==> src/rtl/tcb_pkg.sv <==
package tcb_pkg;

  typedef enum logic [2:0] {
    ST_IDLE = 3'd0,
    ST_REQ  = 3'd1,
    ST_T1   = 3'd2,
    ST_T2   = 3'd3,
    ST_DONE = 3'd4
  } tcb_state_e;

endpackage

==> src/rtl/tcb_cmd_hold.sv <==
module tcb_cmd_hold #(
  parameter int AW = 16,
  parameter int DW = 16
) (
  input  logic          clk,
  input  logic          rst,
  input  logic          load_i,
  input  logic          we_i,
  input  logic [AW-1:0] addr_i,
  input  logic [DW-1:0] wdata_i,
  output logic          we_o,
  output logic [AW-1:0] addr_o,
  output logic [DW-1:0] wdata_o
);

  // single-entry holding register for the accepted command
  always_ff @(posedge clk) begin
    if (rst) begin
      we_o    <= 1'b0;
      addr_o  <= '0;
      wdata_o <= '0;
    end else if (load_i) begin
      we_o    <= we_i;
      addr_o  <= addr_i;
      wdata_o <= wdata_i;
    end
  end

endmodule

==> src/rtl/tcb_seq.sv <==
module tcb_seq
  import tcb_pkg::*;
(
  input  logic clk,
  input  logic rst,
  input  logic cmd_valid_i,
  input  logic gnt_q_i,
  output logic ready_o,
  output logic accept_o,
  output logic bus_req_o,
  output logic done_o,
  output logic go_t1_o,
  output logic in_t2_o,
  output logic end_t2_o
);

  tcb_state_e state_q;

  assign ready_o  = (state_q == ST_IDLE);
  assign accept_o = cmd_valid_i && ready_o;
  assign go_t1_o  = (state_q == ST_REQ) && gnt_q_i;
  assign in_t2_o  = (state_q == ST_T2);
  assign end_t2_o = (state_q == ST_T2);

  always_ff @(posedge clk) begin
    if (rst) begin
      state_q   <= ST_IDLE;
      bus_req_o <= 1'b0;
      done_o    <= 1'b0;
    end else begin
      done_o <= 1'b0;
      unique case (state_q)
        ST_IDLE: if (accept_o) begin
          state_q   <= ST_REQ;
          bus_req_o <= 1'b1;
        end
        ST_REQ:  if (gnt_q_i) state_q <= ST_T1;
        ST_T1:   state_q <= ST_T2;
        ST_T2: begin
          state_q   <= ST_DONE;
          bus_req_o <= 1'b0;
          done_o    <= 1'b1;
        end
        ST_DONE: state_q <= ST_IDLE;
        default: state_q <= ST_IDLE;
      endcase
    end
  end

  // idle never coexists with an outstanding request
  p_ready_no_req_r1: assert property (@(posedge clk) disable iff (rst)
    ready_o |-> !bus_req_o);

  // completion is a single-cycle pulse, followed by readiness
  p_done_pulse_r8: assert property (@(posedge clk) disable iff (rst)
    done_o |=> (!done_o && ready_o));

endmodule

==> src/rtl/tcb_bus_if.sv <==
module tcb_bus_if #(
  parameter int AW = 16,
  parameter int DW = 16
) (
  input  logic          clk,
  input  logic          rst,
  input  logic          bus_gnt_i,
  input  logic [DW-1:0] bus_din_i,
  input  logic          bus_req_i,
  input  logic          go_t1_i,
  input  logic          in_t2_i,
  input  logic          end_t2_i,
  input  logic          we_i,
  input  logic [AW-1:0] addr_i,
  input  logic [DW-1:0] wdata_i,
  output logic          gnt_q_o,
  output logic [DW-1:0] rd_cap_o,
  output logic [AW-1:0] bus_addr_o,
  output logic          addr_oe_o,
  output logic [DW-1:0] bus_dout_o,
  output logic          data_oe_o,
  output logic          rd_o,
  output logic          ma_o
);

  // falling-edge interface registers: grant and read data
  always_ff @(negedge clk) begin
    if (rst) begin
      gnt_q_o  <= 1'b0;
      rd_cap_o <= '0;
    end else begin
      gnt_q_o <= bus_gnt_i;
      if (in_t2_i && rd_o) rd_cap_o <= bus_din_i;
    end
  end

  // rising-edge drivers for the bus
  always_ff @(posedge clk) begin
    if (rst) begin
      bus_addr_o <= '0;
      addr_oe_o  <= 1'b0;
      bus_dout_o <= '0;
      data_oe_o  <= 1'b0;
      rd_o       <= 1'b0;
      ma_o       <= 1'b0;
    end else if (go_t1_i) begin
      bus_addr_o <= addr_i;
      addr_oe_o  <= 1'b1;
      bus_dout_o <= we_i ? wdata_i : '0;
      data_oe_o  <= we_i;
      rd_o       <= !we_i;
      ma_o       <= 1'b1;
    end else if (end_t2_i) begin
      bus_addr_o <= '0;
      addr_oe_o  <= 1'b0;
      bus_dout_o <= '0;
      data_oe_o  <= 1'b0;
      rd_o       <= 1'b0;
      ma_o       <= 1'b0;
    end
  end

  // nothing driven without request and sampled grant
  p_drive_needs_grant_r2: assert property (@(posedge clk) disable iff (rst)
    (ma_o || addr_oe_o || data_oe_o) |-> (bus_req_i && gnt_q_o));

  // read strobe only inside an active transfer
  p_rd_inside_ma_r3: assert property (@(posedge clk) disable iff (rst)
    rd_o |-> ma_o);

  // address and write data hold across both cycles
  p_lines_stable_r4: assert property (@(posedge clk) disable iff (rst)
    (ma_o && $past(ma_o)) |-> ($stable(bus_addr_o) && $stable(bus_dout_o) && $stable(data_oe_o)));

  // strobe lasts two cycles, no more, no less
  p_ma_min_two_r5: assert property (@(posedge clk) disable iff (rst)
    $rose(ma_o) |=> ma_o);
  p_ma_max_two_r5: assert property (@(posedge clk) disable iff (rst)
    (ma_o && $past(ma_o)) |=> !ma_o);

  // everything released together
  p_release_all_r7: assert property (@(posedge clk) disable iff (rst)
    $fell(ma_o) |-> (!rd_o && !addr_oe_o && !data_oe_o && !bus_req_i));

endmodule

==> src/rtl/tcb_initiator.sv <==
module tcb_initiator #(
  parameter int AW = 16,
  parameter int DW = 16
) (
  input  logic          clk,
  input  logic          rst,
  input  logic          cmd_valid,
  input  logic          cmd_we,
  input  logic [AW-1:0] cmd_addr,
  input  logic [DW-1:0] cmd_wdata,
  output logic          cmd_ready,
  output logic          done,
  output logic [DW-1:0] rdata,
  output logic          bus_req,
  input  logic          bus_gnt,
  output logic [AW-1:0] bus_addr,
  output logic          bus_addr_oe,
  output logic [DW-1:0] bus_dout,
  output logic          bus_data_oe,
  input  logic [DW-1:0] bus_din,
  output logic          bus_rd,
  output logic          bus_ma
);

  logic          accept, gnt_q, go_t1, in_t2, end_t2;
  logic          h_we;
  logic [AW-1:0] h_addr;
  logic [DW-1:0] h_wdata;
  logic [DW-1:0] rd_cap;

  tcb_seq u_seq (
    .clk        (clk),
    .rst        (rst),
    .cmd_valid_i(cmd_valid),
    .gnt_q_i    (gnt_q),
    .ready_o    (cmd_ready),
    .accept_o   (accept),
    .bus_req_o  (bus_req),
    .done_o     (done),
    .go_t1_o    (go_t1),
    .in_t2_o    (in_t2),
    .end_t2_o   (end_t2)
  );

  tcb_cmd_hold #(.AW(AW), .DW(DW)) u_hold (
    .clk    (clk),
    .rst    (rst),
    .load_i (accept),
    .we_i   (cmd_we),
    .addr_i (cmd_addr),
    .wdata_i(cmd_wdata),
    .we_o   (h_we),
    .addr_o (h_addr),
    .wdata_o(h_wdata)
  );

  tcb_bus_if #(.AW(AW), .DW(DW)) u_bus (
    .clk       (clk),
    .rst       (rst),
    .bus_gnt_i (bus_gnt),
    .bus_din_i (bus_din),
    .bus_req_i (bus_req),
    .go_t1_i   (go_t1),
    .in_t2_i   (in_t2),
    .end_t2_i  (end_t2),
    .we_i      (h_we),
    .addr_i    (h_addr),
    .wdata_i   (h_wdata),
    .gnt_q_o   (gnt_q),
    .rd_cap_o  (rd_cap),
    .bus_addr_o(bus_addr),
    .addr_oe_o (bus_addr_oe),
    .bus_dout_o(bus_dout),
    .data_oe_o (bus_data_oe),
    .rd_o      (bus_rd),
    .ma_o      (bus_ma)
  );

  // core-side result register, loaded as the second cycle closes
  always_ff @(posedge clk) begin
    if (rst)                rdata <= '0;
    else if (end_t2 && !h_we) rdata <= rd_cap;
  end

  // a completion always directly follows the end of a strobe
  p_done_after_ma_r8: assert property (@(posedge clk) disable iff (rst)
    done |-> ($past(bus_ma) && !bus_ma));

endmodule

==> config.mk <==
export PLATFORM = sky130hd
export DESIGN_NAME = tcb_initiator
export DESIGN_NICKNAME = d
export VERILOG_FILES = /design/src/rtl/tcb_pkg.sv /design/src/rtl/tcb_cmd_hold.sv /design/src/rtl/tcb_seq.sv /design/src/rtl/tcb_bus_if.sv /design/src/rtl/tcb_initiator.sv
export SDC_FILE = /design/constraint.sdc
export NUM_CORES = 1
export LEC_CHECK = 0
export BUFFER_PORTS_ARGS = -buffer_cell sky130_fd_sc_hd__clkbuf_2
export CAP_MARGIN = 5
export CORE_MARGIN = 3
export CORE_UTILIZATION = 40
export DETAILED_ROUTE_END_ITERATION = 12
export MAX_ROUTING_LAYER = met4
export PLACE_DENSITY_LB_ADDON = 0.08
export SKIP_LAST_GASP = 1
export SLEW_MARGIN = 20
export SYNTH_ARGS = -nofsm -noshare
export SYNTH_HDL_FRONTEND = slang
export SYNTH_SLANG_ARGS = --single-unit
==> constraint.sdc <==
create_clock -name clk -period 2.1 [get_ports clk]
set_input_delay 0.105 -clock clk [delete_from_list [all_inputs] [get_ports clk]]
set_output_delay 0.105 -clock clk [all_outputs]
set_load 0.05 [all_outputs]
* After elaboration in Yosys (flattened, before gate mapping)
Index checks and enable logic that the tools add are counted.
** Operators by class
- Equal/unequal tests :: 5
- Muxes and demuxes :: 14
- Reductions and logical operators :: 10
** Operators by type and width (count)
- two-way mux 16 bit :: 4
- one-hot mux 3 bit (4 select lines) :: 1
- equality test 3 x 2 -> 1 bit, second input constant :: 2
- two-way mux 1 bit :: 6
- two-way mux 3 bit :: 2
- logical AND 1 bit :: 4
- AND reduction 2 bit :: 2
- nonzero test 2 bit :: 2
- equality test 3 x 1 -> 1 bit, second input constant :: 1
- logical NOT 3 bit :: 1
- != test 2 x 1 -> 1 bit, second input constant :: 1
- != test 2 bit, second input constant :: 1
- one-hot mux 1 bit (2 select lines) :: 1
- logical NOT 1 bit :: 1
** Storage, ports and cells
- Register bits after elaboration :: 106
- Input port bits :: 53
- Output and inout bits :: 55
- Logic and storage cells :: 43

* Logic depth before layout (Yosys ltp)
Gate-level depths: netlist of run 1.
- Depth in word-level cells :: 4
- Mapped depth :: 6
- Mapped depth without buffers :: 3

* By module
A second synthesis of run 1 with hierarchy kept.
** Second synthesis, totals
- Cells, all modules :: 383
- Area, all modules :: 4229.1 µm²
** By module, submodules not included
- tcb_bus_if :: times used 1, cells an instance 180, area an instance 2014.4 µm², seq. area each 1041.0 µm²
- tcb_cmd_hold :: times used 1, cells an instance 107, area an instance 1202.4 µm², seq. area each 660.6 µm²
- tcb_initiator :: times used 1, cells an instance 71, area an instance 764.5 µm², seq. area each 320.3 µm²
- tcb_seq :: times used 1, cells an instance 25, area an instance 247.7 µm², seq. area each 100.1 µm²

==> results of run 1 <==
==> layer usage <==
metal | up-vias | part of all wire [%] | routed length [um] | track usage [%]
met5 | - | 0 | 0 | -
met2 | 79 | 49 | 4490 | 29.6
li1 | 1652 | - | - | -
met4 | 0 | 1.0 | 95 | 6.13
met1 | 1456 | 45 | 4100 | 22.0
met3 | 9 | 4.3 | 386 | 3.31
==> power by group through the flow <==
stage / Clock [uW] / Combinational (uW) / Sequential, uW
global route: 1590 / 414 / 2100
global placement: 52.5 / 321 / 2140
CTS: 1480 / 372 / 2090
detailed placement: 52.5 / 323 / 2140
finish: 1430 / 377 / 2090
floorplan: 52.5 / 188 / 2160
==> worst min-delay path by stage <==
stage                     depth (start not counted)                 end  slack, ns          start
final                                             4    u_seq.state_q[0]       0.16      cmd_valid
after global placement                            3  u_hold.wdata_o[10]       0.33  cmd_wdata[10]
after detailed placement                          3         u_hold.we_o       0.34         cmd_we
after global routing                              4    u_seq.state_q[0]       0.19      cmd_valid
after CTS                                         4    u_seq.state_q[0]       0.14      cmd_valid
after floorplan                                   2    u_hold.addr_o[0]       0.24    cmd_addr[0]
==> worst max-delay path, delay by kind of cell, from the launching register on <==
| family | cells | cell delay [ns] |
|---|---|---|
| flops | 1 | 0.32 |
| simple gates | 2 | 0.57 |
| buf+inv | 1 | 0.17 |
| compound gates | 1 | 0.13 |
==> state kept, by name (all words and copies together), names as in the netlist <==
signal and flops:
u_bus.bus_addr_o 16, u_bus.addr_oe_o 1, rdata 16, u_seq.bus_req_o 1, u_bus.gnt_q_o 1, u_hold.addr_o 16, u_hold.wdata_o 16, u_seq.done_o 1
u_bus.rd_o 1, u_bus.rd_cap_o 16, u_bus.bus_dout_o 16, u_seq.state_q 3, u_bus.data_oe_o 1, u_hold.we_o 1
==> area by class of cell <==
type | count | area (um2) | share of cell area (%)
sequential | 106 | 2130 | 41.4
multi-input combinational | 257 | 1490 | 28.9
timing repair buffer | 160 | 1110 | 21.5
clock inverter | 24 | 149 | 2.89
tap | 108 | 135 | 2.63
clock buffer | 9 | 124 | 2.41
inverter | 3 | 11.3 | 0.219
==> stage by stage <==
step,power (uW),instances,utilization [%]
2_1_floorplan,2400,398,-
3_3_place_gp,2510,601,49.9
3_5_place_dp,2510,601,49.9
4_1_cts,3950,666,56.7
5_1_grt,4110,667,58.4
6_report,3910,667,58.4
==> what timing repair did <==
action                                 CTS  global route
gates resized for setup                  0            35
setup endpoints to repair               34            46
hold buffers                            33             0
pin swaps                                0            19
endpoints found under the hold margin   33             0
gates cloned                             0             1
==> cells in the final DEF, fill, tap and decap left out, types with 4 or more instances in the layout <==
cell,instances
sky130_fd_sc_hd__a21oi_1,55
sky130_fd_sc_hd__a21oi_2,12
sky130_fd_sc_hd__a22o_1,24
sky130_fd_sc_hd__a22o_2,9
sky130_fd_sc_hd__buf_12,6
sky130_fd_sc_hd__buf_4,13
sky130_fd_sc_hd__clkbuf_2,107
sky130_fd_sc_hd__clkbuf_8,9
sky130_fd_sc_hd__dfxtp_1,101
sky130_fd_sc_hd__dfxtp_2,4
sky130_fd_sc_hd__dlygate4sd3_1,33
sky130_fd_sc_hd__inv_1,20
sky130_fd_sc_hd__nand2_1,118
sky130_fd_sc_hd__nand2_4,10
==> kinds of logic (layout without fill, tap and decap cells) <==
kind of cell / after synthesis / in the layout / synth area share (%)
flip-flops: 106 / 106 / 57.9
AND/OR/NAND/NOR: 151 / 151 / 18.4
AO/OA/AOI/OAI: 106 / 106 / 18.5
buffers and inverters: 35 / 196 / 5.16
==> cell usage after synthesis, types with 2 or more instances <==
| master | instances |
|---|---|
| sky130_fd_sc_hd__nand2_1 | 130 |
| sky130_fd_sc_hd__clkbuf_1 | 12 |
| sky130_fd_sc_hd__nor2_1 | 2 |
| sky130_fd_sc_hd__a22o_2 | 9 |
| sky130_fd_sc_hd__a21oi_1 | 67 |
| sky130_fd_sc_hd__dfxtp_1 | 106 |
| sky130_fd_sc_hd__a22o_1 | 24 |
| sky130_fd_sc_hd__buf_2 | 13 |
| sky130_fd_sc_hd__and2_1 | 2 |
| sky130_fd_sc_hd__inv_1 | 4 |
| sky130_fd_sc_hd__buf_6 | 5 |
| sky130_fd_sc_hd__and3_1 | 2 |
==> impl_summary.txt, run 1 <==
----------------------------------------------------
[Setup path]
  Start-to-end type of the worst setup path ... reg2reg
  Destination of the worst register-to-register timing path ... u_bus.bus_dout_o[7]
  Arrival time of data at the critical path endpoint ... about 2.6 ns
  Delay of the slowest critical-path stage ... ~0.40 ns
  Number of cell instances on the worst register-to-register path ... 4
  Crit path max fanout ... 17
  Critical Path, Cell by Cell ... or3b_4 -> nor3_4 -> buf_12 -> a22o_1
  Element type at the critical path end ... flip-flop
  Flop-to-flop setup slack ... -0.23 ns
  Critical Path Start ... u_bus.gnt_q_o
  Slowest CP cell ... sky130_fd_sc_hd__or3b_4
  Req. time, crit path ... roughly 2.4 ns
  Worst flop-to-flop path startpoint ... u_bus.gnt_q_o
  Startpoint types ... flip-flop
  Critical Path End ... u_bus.bus_dout_o[7]

[Power]
  Sequential share of power ... 53.6%
  Fraction of power consumed by the clock network ... between 30% and 40%
  Combinational cell fraction of total power ... 9.7%
  Net Sw Frac ... between 20% and 30%
  Internal power summed over all cells ... just under 3000 uW
  Cell leakage power ... between 0.002 and 0.0025 uW
  Power per standard cell area ... around 760 nW/um2
  Reported net switching power ... 1020 uW
  Largest voltage drop on the vdd net ... between 0.3 and 0.4 mV

[Drt]
  Routed WL per cell ... between 10 and 15 um
  Post-Route WL ... a little over 9000 um
  Count of antenna-violating nets left after detailed routing ... 0
  Initial DRC count ... 99
  DRC violations left ... 0
  Number of vias per cell after detailed routing ... around 4.8
  First-pass detailed-route iteration total ... 4
  Routed via count ... ~3200

[Global routing]
  Antenna violations before repair ... 0
  Via count of the first global-routing pass ... ~3000
  Total track usage ... roughly 18%
  Maximum number of pins on one net before global-route repair ... 36
  Final global-route overflow total ... 0
  Global-route wire length before repair ... 14200 um

[Synth]
  Biggest area contributors in the synthesized netlist ... sky130_fd_sc_hd__dfxtp_1, sky130_fd_sc_hd__nand2_1, sky130_fd_sc_hd__a21oi_1
  Post-synthesis cell type count ... 34
  Synthesis-stage register bit count ... between 100 and 150
  Synth Net Count ... 451
  Mean cell area of the mapped netlist ... between 9 and 10 um2
  Number of enable-type register cells in the synthesized netlist ... 0
  Async set-or-reset flop fraction in the synthesized netlist ... 0%
  Share of the yosys chip area belonging to registers ... between 50% and 60%
  Primary FF master, synth ... sky130_fd_sc_hd__dfxtp_1
  Post-synth top area share ... 57.9%
  Biggest area consumer among synthesized cells ... sky130_fd_sc_hd__dfxtp_1
  Yosys Warn Count ... 0
  Cells after synthesis ... 398
  Syn Std Cell Area ... approximately 3700 um2

[Floorplanning]
  I/O pin count ... 108
  Core Rows ... 34
  Area of the die ... 10300 um2
  Starting density of the core ... between 40% and 50%
  Die Span X ... about 100 um
  Placeable core region ... approximately 8800 um2
  Vertical die dimension ... 102 um

[Place]
  Placer congestion estimate ... around 0.74
  Setup WS pre-CTS ... -0.208 ns
  IO buf count ... around 110
  Total cell area at the placement stage ... 4390 um2
  Detail Placement HPWL ... 5910 um

[Layout]
  Synth-to-Final Area Change ... 40.4%
  Share of final-layout standard cells stronger than drive strength 1 ... about 34%
  Total non-filler cell area in the finished layout ... between 5000 and 6000 um2
  Number of antenna repair diodes ... 0
  Filler instances ... slightly above 800
  Final net count ... slightly above 600

[Clock network]
  Maximum buffer depth of the clock tree ... 2
  TritonCTS Sinks ... about 110
  Inserted Clock Buffers ... 9
  Clock tree from TritonCTS ... done
  Clock root buffer ... sky130_fd_sc_hd__clkbuf_8
  CTS HTree Levels ... 3
  Clock insertion delay at the later pin of the skew report ... approximately 0.40 ns
  Post-CTS setup repair buffer count ... 0
  Clock-pin transition on the worst setup and hold timing paths ... ~0.1 ns

[Timing]
  Unrepaired setup endpoints after global routing ... true
  Setup clock skew after layout ... 0.0444 ns
  Final Slew Violations ... 0
  Final setup violating endpoints ... 46
  Slew margin rel. ... ~74%
  Worst slew pin tran ... 0.385 ns
  Crit path setup slack, layout ... -0.235 ns
  Final-report hold violation count ... 0
  Tightest hold margin ... 0.160 ns
  Setup TNS Final ... -6.46 ns

[Run status]
  Outcome ... finished, violations left
  Violated checks ... negative setup slack

[Min path]
  Min-Delay Path Class ... in2reg

[Run]
  Maximum Capacitance Violations ... 0

----------------------------------------------------
(Power assumes the default switching activity.)
==> run 2: changes to the inputs <==
Settings changed: PLACE_DENSITY_LB_ADDON 0.08 to unset.
==> run 2 against run 1 <==
Compared with the run above:
- cell count grew 0.75%
- largest power group unchanged
- the flow still finishes with violations (negative setup slack)
- design area grew 1.3%
- clock power grew 5%
==> impl_summary.txt, run 2 (synthesis results as in run 1) <==
----------------------------------------------------
[Timing]
  Setup clock skew after layout ... 0.0498 ns (was 0.0444 ns)
  Final-report hold violation count ... 0 (unchanged)
  Unrepaired setup endpoints after global routing ... true (unchanged)
  Worst slew pin tran ... 0.380 ns (was 0.385 ns)
  Final setup violating endpoints ... 50 (was 46)
  Crit path setup slack, layout ... -0.236 ns (was -0.235 ns)
  Slew margin rel. ... 74.7% (was 74.3%)
  Final Slew Violations ... 0 (unchanged)

[Place]
  Detail Placement HPWL ... 5970 um (was 5910 um)
  Setup WS pre-CTS ... -0.209 ns (was -0.208 ns)
  IO buf count ... 107 (unchanged)
  Placer congestion estimate ... 0.759 (was 0.744)

[Drt]
  Routed WL per cell ... 13.5 um (was 13.6 um)
  Number of vias per cell after detailed routing ... 4.81 (was 4.79)
  DRC violations left ... 0 (unchanged)
  Initial DRC count ... 67 (was 99)
  Count of antenna-violating nets left after detailed routing ... 0 (unchanged)
  Post-Route WL ... 9100 um (was 9070 um)
  Routed via count ... 3232 (was 3196)
  First-pass detailed-route iteration total ... 4 (unchanged)

[Setup path]
  Arrival time of data at the critical path endpoint ... 2.64 ns (about the same)
  Start-to-end type of the worst setup path ... reg2reg (unchanged)
  Req. time, crit path ... 2.40 ns (was 2.41 ns)
  Crit path max fanout ... 17 (unchanged)
  Element type at the critical path end ... flip-flop (unchanged)
  Startpoint types ... flip-flop (unchanged)

[Global routing]
  Total track usage ... 18.0% (was 17.9%)
  Via count of the first global-routing pass ... 3082 (was 3001)
  Final global-route overflow total ... 0 (unchanged)
  Global-route wire length before repair ... 14400 um (was 14200 um)
  Maximum number of pins on one net before global-route repair ... 24 (was 36)
  Antenna violations before repair ... 0 (unchanged)

[Floorplanning]
  Placeable core region ... 8810 um2 (unchanged)
  Starting density of the core ... 41.6% (unchanged)
  Area of the die ... 10300 um2 (unchanged)
  I/O pin count ... 108 (unchanged)
  Die Span X ... 102 um (unchanged)
  Vertical die dimension ... 102 um (unchanged)
  Core Rows ... 34 (unchanged)

[Layout]
  Filler instances ... 785 (was 805)
  Top library cells by usage in the layout, fill and taps aside ... sky130_fd_sc_hd__nand2_1, sky130_fd_sc_hd__clkbuf_2, sky130_fd_sc_hd__dfxtp_1 (unchanged)
  Area occupied by multi-input gates ... 1500 um2 (was 1490 um2)
  Share of final-layout standard cells stronger than drive strength 1 ... 35.5% (was 33.6%)
  Sequential Area ... 2130 um2 (unchanged)
  Synth-to-Final Area Change ... 42.3% (was 40.4%)
  Number of antenna repair diodes ... 0 (unchanged)
  Final net count ... 612 (was 607)
  Most frequent standard cell in the layout excluding fill and tap cells ... sky130_fd_sc_hd__nand2_1 (unchanged)

[Run]
  Maximum Capacitance Violations ... 0 (unchanged)

[Clock network]
  TritonCTS Sinks ... 106 (unchanged)
  CTS HTree Levels ... 3 (unchanged)
  Clock root buffer ... sky130_fd_sc_hd__clkbuf_8 (unchanged)
  Clock tree from TritonCTS ... done (unchanged)
  Maximum buffer depth of the clock tree ... 2 (unchanged)
  Inserted Clock Buffers ... 9 (unchanged)
  Clock insertion delay at the later pin of the skew report ... 0.40 ns (about the same)
  Clock-pin transition on the worst setup and hold timing paths ... 0.10 ns (about the same)

[Power]
  Largest voltage drop on the vdd net ... 0.349 mV (was 0.341 mV)
  Power per standard cell area ... 760 nW/um2 (was 759 nW/um2)
  Overall power ... 3960 uW (was 3910 uW)
  Cell leakage power ... 0.00224 uW (was 0.00229 uW)

[Run status]
  Violated checks ... negative setup slack (unchanged)
  Outcome ... finished, violations left (unchanged)

[Min path]
  Min-Delay Path Class ... in2reg (unchanged)

----------------------------------------------------
run 2: cell types whose count changed in the layout (fill, tap and decap cells not counted), moves of 2 or more:
cell,before,now
sky130_fd_sc_hd__nand2_2,2,8
sky130_fd_sc_hd__a21oi_1,55,53
sky130_fd_sc_hd__buf_6,0,4
sky130_fd_sc_hd__buf_4,13,15
sky130_fd_sc_hd__nand2_1,118,113
sky130_fd_sc_hd__a21oi_2,12,14
run 2: report_power, final:
part           internal (uW)  switching, uW
Combinational            162            208
Clock                    718            779
Sequential              2070           27.8
Total                   2950           1010
run 2: final timing paths:
| check | cells after the start | slack [ns] | to | from |
|---|---|---|---|---|
| max | 4 | -0.24 | u_bus.bus_dout_o[9] | u_bus.gnt_q_o |
| min | 4 | 0.17 | u_seq.state_q[0] | cmd_valid |
| max reg2reg | 4 | -0.24 | u_bus.bus_dout_o[9] | u_bus.gnt_q_o |
| min reg2reg | 2 | 0.46 | u_hold.wdata_o[11] | u_hold.wdata_o[11] |
run 2: layout make-up:
| class | instances | share of cell area, % |
|---|---|---|
| Sequential cell | 106 | 40.9 |
| Multi-Input combinational cell | 257 | 28.8 |
| Timing Repair Buffer | 165 | 22.1 |
| Clock inverter | 24 | 3.07 |
| Tap cell | 108 | 2.59 |
| Clock buffer | 9 | 2.38 |
| Inverter | 3 | 0.216 |
run 2: routing by layer:
metal	track usage (%)	share of wire [%]	vias up
li1	-	-	1658
met1	22.1	46	1487
met2	29.9	48	76
met3	3.31	4.5	11
met4	6.03	1.2	0
met5	-	0	-
run 2: stage by stage:
stage,std cells,utilization (%),hold WS [ns],instance area [um2],TNS (ns)
after global routing,672,59.2,0.158,5210,-9.06
after detailed placement,602,49.8,0.332,4390,-5.27
after floorplan,398,-,0.241,3740,-6.60
after CTS,668,57.2,0.155,5040,-6.96
after global placement,602,49.8,0.329,4390,-4.60
final,672,59.2,0.169,5210,-7.15
run 2: critical path, cell delays in order (launching register included):
cell	delay, ns
sky130_fd_sc_hd__dfxtp_2	0.32
sky130_fd_sc_hd__or3b_4	0.41
sky130_fd_sc_hd__nor3_4	0.17
sky130_fd_sc_hd__buf_12	0.18
sky130_fd_sc_hd__a22o_1	0.13
run 2: timing repair:
action / in CTS / in global routing
hold buffers: 33 / 0
buffers inserted: 0 / 3
gates resized for setup: 2 / 46
cloned: 1 / 1
pin swaps: 2 / 16
hold endpoints to repair: 33 / 0
endpoints found under the setup margin: 35 / 50
==> run 3: changes to the inputs <==
Settings changed: ABC_AREA set to 1.
==> run 3 against run 2 <==
Compared with the run above:
- the run still ends with negative setup slack left
- clock power shrank 7%
- core utilization decreased by 2.9 points
- worst hold slack gained 0.017 ns
- register-to-register slack better by 0.15 ns
- setup slack improved by 0.15 ns
- synthesized cell count up 56%
- count of clock-buffer cells in the layout is the same
- non-clock buffer count rose by 4
- critical path type unchanged
- critical endpoint is now u_bus.bus_dout_o[2]
- largest cell class unchanged
- largest power group unchanged
==> impl_summary.txt, run 3 <==
----------------------------------------------------
[Clock network]
  Clock insertion delay at the later pin of the skew report ... 0.41 ns (was 0.40 ns)
  CTS HTree Levels ... 3 (unchanged)
  Inserted Clock Buffers ... 9 (unchanged)
  Clock tree from TritonCTS ... done (unchanged)
  TritonCTS Sinks ... 106 (unchanged)
  Clock-pin transition on the worst setup and hold timing paths ... 0.12 ns (was 0.10 ns)
  Clock root buffer ... sky130_fd_sc_hd__clkbuf_8 (unchanged)
  Maximum buffer depth of the clock tree ... 2 (unchanged)

[Synth]
  Mean cell area of the mapped netlist ... 6.91 um2 (was 9.20 um2)
  Commonest cells post-synth ... sky130_fd_sc_hd__nand2_1, sky130_fd_sc_hd__nor2_1, sky130_fd_sc_hd__dfxtp_1 (was sky130_fd_sc_hd__nand2_1, sky130_fd_sc_hd__dfxtp_1, sky130_fd_sc_hd__a21oi_1)
  Share of the yosys chip area belonging to registers ... 49.4% (was 57.9%)
  Biggest area consumer among synthesized cells ... sky130_fd_sc_hd__dfxtp_1 (unchanged)
  Cells after synthesis ... 621 (was 398)
  Yosys Warn Count ... 0 (unchanged)
  Number of enable-type register cells in the synthesized netlist ... 0 (unchanged)
  Primary FF master, synth ... sky130_fd_sc_hd__dfxtp_1 (unchanged)
  Most numerous cell in the Yosys netlist ... sky130_fd_sc_hd__nand2_1 (unchanged)
  Synth Net Count ... 674 (was 451)
  Post-synth top area share ... 49.4% (was 57.9%)
  Synthesis-stage register bit count ... 106 (unchanged)
  Post-synthesis cell type count ... 19 (was 34)
  Biggest area contributors in the synthesized netlist ... sky130_fd_sc_hd__dfxtp_1, sky130_fd_sc_hd__nand2_1, sky130_fd_sc_hd__nor2_1 (was sky130_fd_sc_hd__dfxtp_1, sky130_fd_sc_hd__nand2_1, sky130_fd_sc_hd__a21oi_1)
  Syn Std Cell Area ... 4290 um2 (was 3660 um2)
  Async set-or-reset flop fraction in the synthesized netlist ... 0% (unchanged)

[Global routing]
  Total track usage ... 17.8% (was 18.0%)
  Via count of the first global-routing pass ... 3596 (was 3082)
  Antenna violations before repair ... 0 (unchanged)
  Maximum number of pins on one net before global-route repair ... 48 (was 24)
  Global-route wire length before repair ... 16600 um (was 14400 um)
  Final global-route overflow total ... 0 (unchanged)

[Timing]
  Worst slew pin tran ... 0.489 ns (was 0.380 ns)
  Final Slew Violations ... 0 (unchanged)
  Slew margin rel. ... 67.3% (was 74.7%)
  Final-report hold violation count ... 0 (unchanged)
  Crit path setup slack, layout ... -0.0827 ns (was -0.236 ns)
  Unrepaired setup endpoints after global routing ... true (unchanged)
  Setup TNS Final ... -1.61 ns (was -7.15 ns)
  Final setup violating endpoints ... 32 (was 50)
  Setup clock skew after layout ... 0.0536 ns (was 0.0498 ns)

[Setup path]
  Bufs and invs on worst path ... 2 (was 1)
  Delay of the slowest critical-path stage ... 0.36 ns (was 0.41 ns)
  Req. time, crit path ... 2.40 ns (about the same)
  Slowest CP cell ... sky130_fd_sc_hd__dfxtp_4 (was sky130_fd_sc_hd__or3b_4)
  Startpoint types ... flip-flop (unchanged)
  Critical Path, Cell by Cell ... o21ai_4 -> buf_6 -> buf_8 -> nand2_1 -> a21oi_1 (was or3b_4 -> nor3_4 -> buf_12 -> a22o_1)
  Largest delay contributor family on the critical path ... flip-flops (was simple AND/OR/NAND/NOR gates)
  Element type at the critical path end ... flip-flop (unchanged)
  Start-to-end type of the worst setup path ... reg2reg (unchanged)
  Crit path max fanout ... 8 (was 17)
  Arrival time of data at the critical path endpoint ... 2.49 ns (was 2.64 ns)

[Drt]
  Count of antenna-violating nets left after detailed routing ... 0 (unchanged)
  Routed via count ... 4084 (was 3232)
  Routed WL per cell ... 11.8 um (was 13.5 um)
  Initial DRC count ... 156 (was 67)
  First-pass detailed-route iteration total ... 4 (unchanged)
  Post-Route WL ... 10900 um (was 9100 um)
  Number of vias per cell after detailed routing ... 4.45 (was 4.81)
  DRC violations left ... 0 (unchanged)

[Power]
  Cell leakage power ... 0.00294 uW (was 0.00224 uW)
  Sequential share of power ... 51.8% (was 52.9%)
  Internal power summed over all cells ... 2850 uW (was 2950 uW)
  Largest voltage drop on the vdd net ... 0.373 mV (was 0.349 mV)
  Fraction of power consumed by the clock network ... 33.7% (was 37.8%)
  Power per standard cell area ... 711 nW/um2 (was 760 nW/um2)
  Net Sw Frac ... 31.3% (was 25.6%)
  Combinational cell fraction of total power ... 14.5% (was 9.3%)
  Reported net switching power ... 1300 uW (was 1010 uW)

[Place]
  Placed instance count ... 844 (was 602)
  IO buf count ... 107 (unchanged)
  Detail Placement HPWL ... 6690 um (was 5970 um)
  Total cell area at the placement stage ... 4940 um2 (was 4390 um2)
  Placer congestion estimate ... 0.791 (was 0.759)

[Layout]
  Area occupied by multi-input gates ... 1820 um2 (was 1500 um2)
  Number of cells in the finished layout apart from fillers ... 918 (was 672)
  Sequential Area ... 2130 um2 (unchanged)
  Final net count ... 830 (was 612)
  Most frequent standard cell in the layout excluding fill and tap cells ... sky130_fd_sc_hd__nand2_1 (unchanged)
  Filler instances ... 1021 (was 785)
  Number of antenna repair diodes ... 0 (unchanged)
  Top library cells by usage in the layout, fill and taps aside ... sky130_fd_sc_hd__nand2_1, sky130_fd_sc_hd__nor2_1, sky130_fd_sc_hd__clkbuf_2 (was sky130_fd_sc_hd__nand2_1, sky130_fd_sc_hd__clkbuf_2, sky130_fd_sc_hd__dfxtp_1)
  Synth-to-Final Area Change ... 36.1% (was 42.3%)
  Share of final-layout standard cells stronger than drive strength 1 ... 25.6% (was 35.5%)
  Total non-filler cell area in the finished layout ... 5840 um2 (was 5210 um2)

[Min path]
  Min-Delay Path Class ... in2reg (unchanged)

[Floorplanning]
  Die Span X ... 110 um (was 102 um)
  Starting density of the core ... 41.4% (was 41.6%)
  Vertical die dimension ... 110 um (was 102 um)
  Placeable core region ... 10400 um2 (was 8810 um2)
  I/O pin count ... 108 (unchanged)
  Area of the die ... 12000 um2 (was 10300 um2)
  Core Rows ... 37 (was 34)

[Run status]
  Outcome ... finished, violations left (unchanged)
  Violated checks ... negative setup slack (unchanged)

[Run]
  Maximum Capacitance Violations ... 0 (unchanged)

----------------------------------------------------
[run 3: tightest hold or removal path, cell delays in order]
cell,delay (ns)
sky130_fd_sc_hd__clkbuf_2,0.11
sky130_fd_sc_hd__nand3b_1,0.18
sky130_fd_sc_hd__nand2_1,0.07
sky130_fd_sc_hd__a21oi_1,0.05
[run 3: logic make-up (layout without fill, tap and decap cells)]
logic type	after synthesis	in the layout	synth area share (%)
AND/OR/NAND/NOR	363	363	34.2
buffers and inverters	112	273	11.6
flip-flops	106	106	49.4
AO/OA/AOI/OAI	40	40	4.75
[run 3: path summary, 6_finish.rpt]
path	startpoint	to	slack (ns)	depth (start not counted)
setup / recovery	u_bus.gnt_q_o	u_bus.bus_dout_o[2]	-0.08	5
hold / removal	cmd_valid	u_seq.state_q[0]	0.19	4
setup reg to reg	u_bus.gnt_q_o	u_bus.bus_dout_o[2]	-0.08	5
hold reg to reg	u_bus.bus_addr_o[1]	u_bus.bus_addr_o[1]	0.47	2
[run 3: stage by stage]
step | power (uW) | setup slack [ns] | utilization, % | hold WS [ns]
after floorplan | 2610 | -0.0588 | - | 0.240
after global placement | 2750 | 0.0331 | 47.7 | 0.326
after detailed placement | 2760 | 0.0238 | 47.7 | 0.336
after CTS | 4160 | -0.0242 | 53.4 | 0.00147
after global routing | 4390 | -0.136 | 56.3 | 0.182
final | 4150 | -0.0827 | 56.3 | 0.187
[run 3: what timing repair did]
item | in CTS | in global routing
endpoints found under the setup margin | 9 | 50
resized for setup | 0 | 65
endpoints found under the hold margin | 32 | 1
cloned | 0 | 6
hold buffers | 32 | 1
pin swaps | 0 | 29
setup buffers | 0 | 3
[run 3: metal layers]
metal | share of wire, % | vias to the layer above | global-route usage [%]
li1 | - | 2180 | -
met1 | 48 | 1803 | 23.1
met2 | 46 | 89 | 28.1
met3 | 4.5 | 12 | 3.35
met4 | 1.6 | 0 | 6.06
met5 | 0 | - | -
[run 3: area by class of cell]
type / instances / area share (%)
clock buffers: 9 / 2.12
clock inverters: 24 / 2.57
inverters: 71 / 4.56
multi-input cells: 403 / 31.1
flip-flops and latches: 106 / 36.5
well taps: 136 / 2.91
repair buffers: 169 / 20.2
[run 3: power groups by stage]
stage | Clock [uW] | Combinational [uW] | Sequential (uW)
finish | 1400 | 600 | 2150
global route | 1560 | 674 | 2160
CTS | 1450 | 564 | 2150
detailed placement | 52.5 | 515 | 2200
global placement | 52.5 | 510 | 2190
floorplan | 52.5 | 328 | 2230
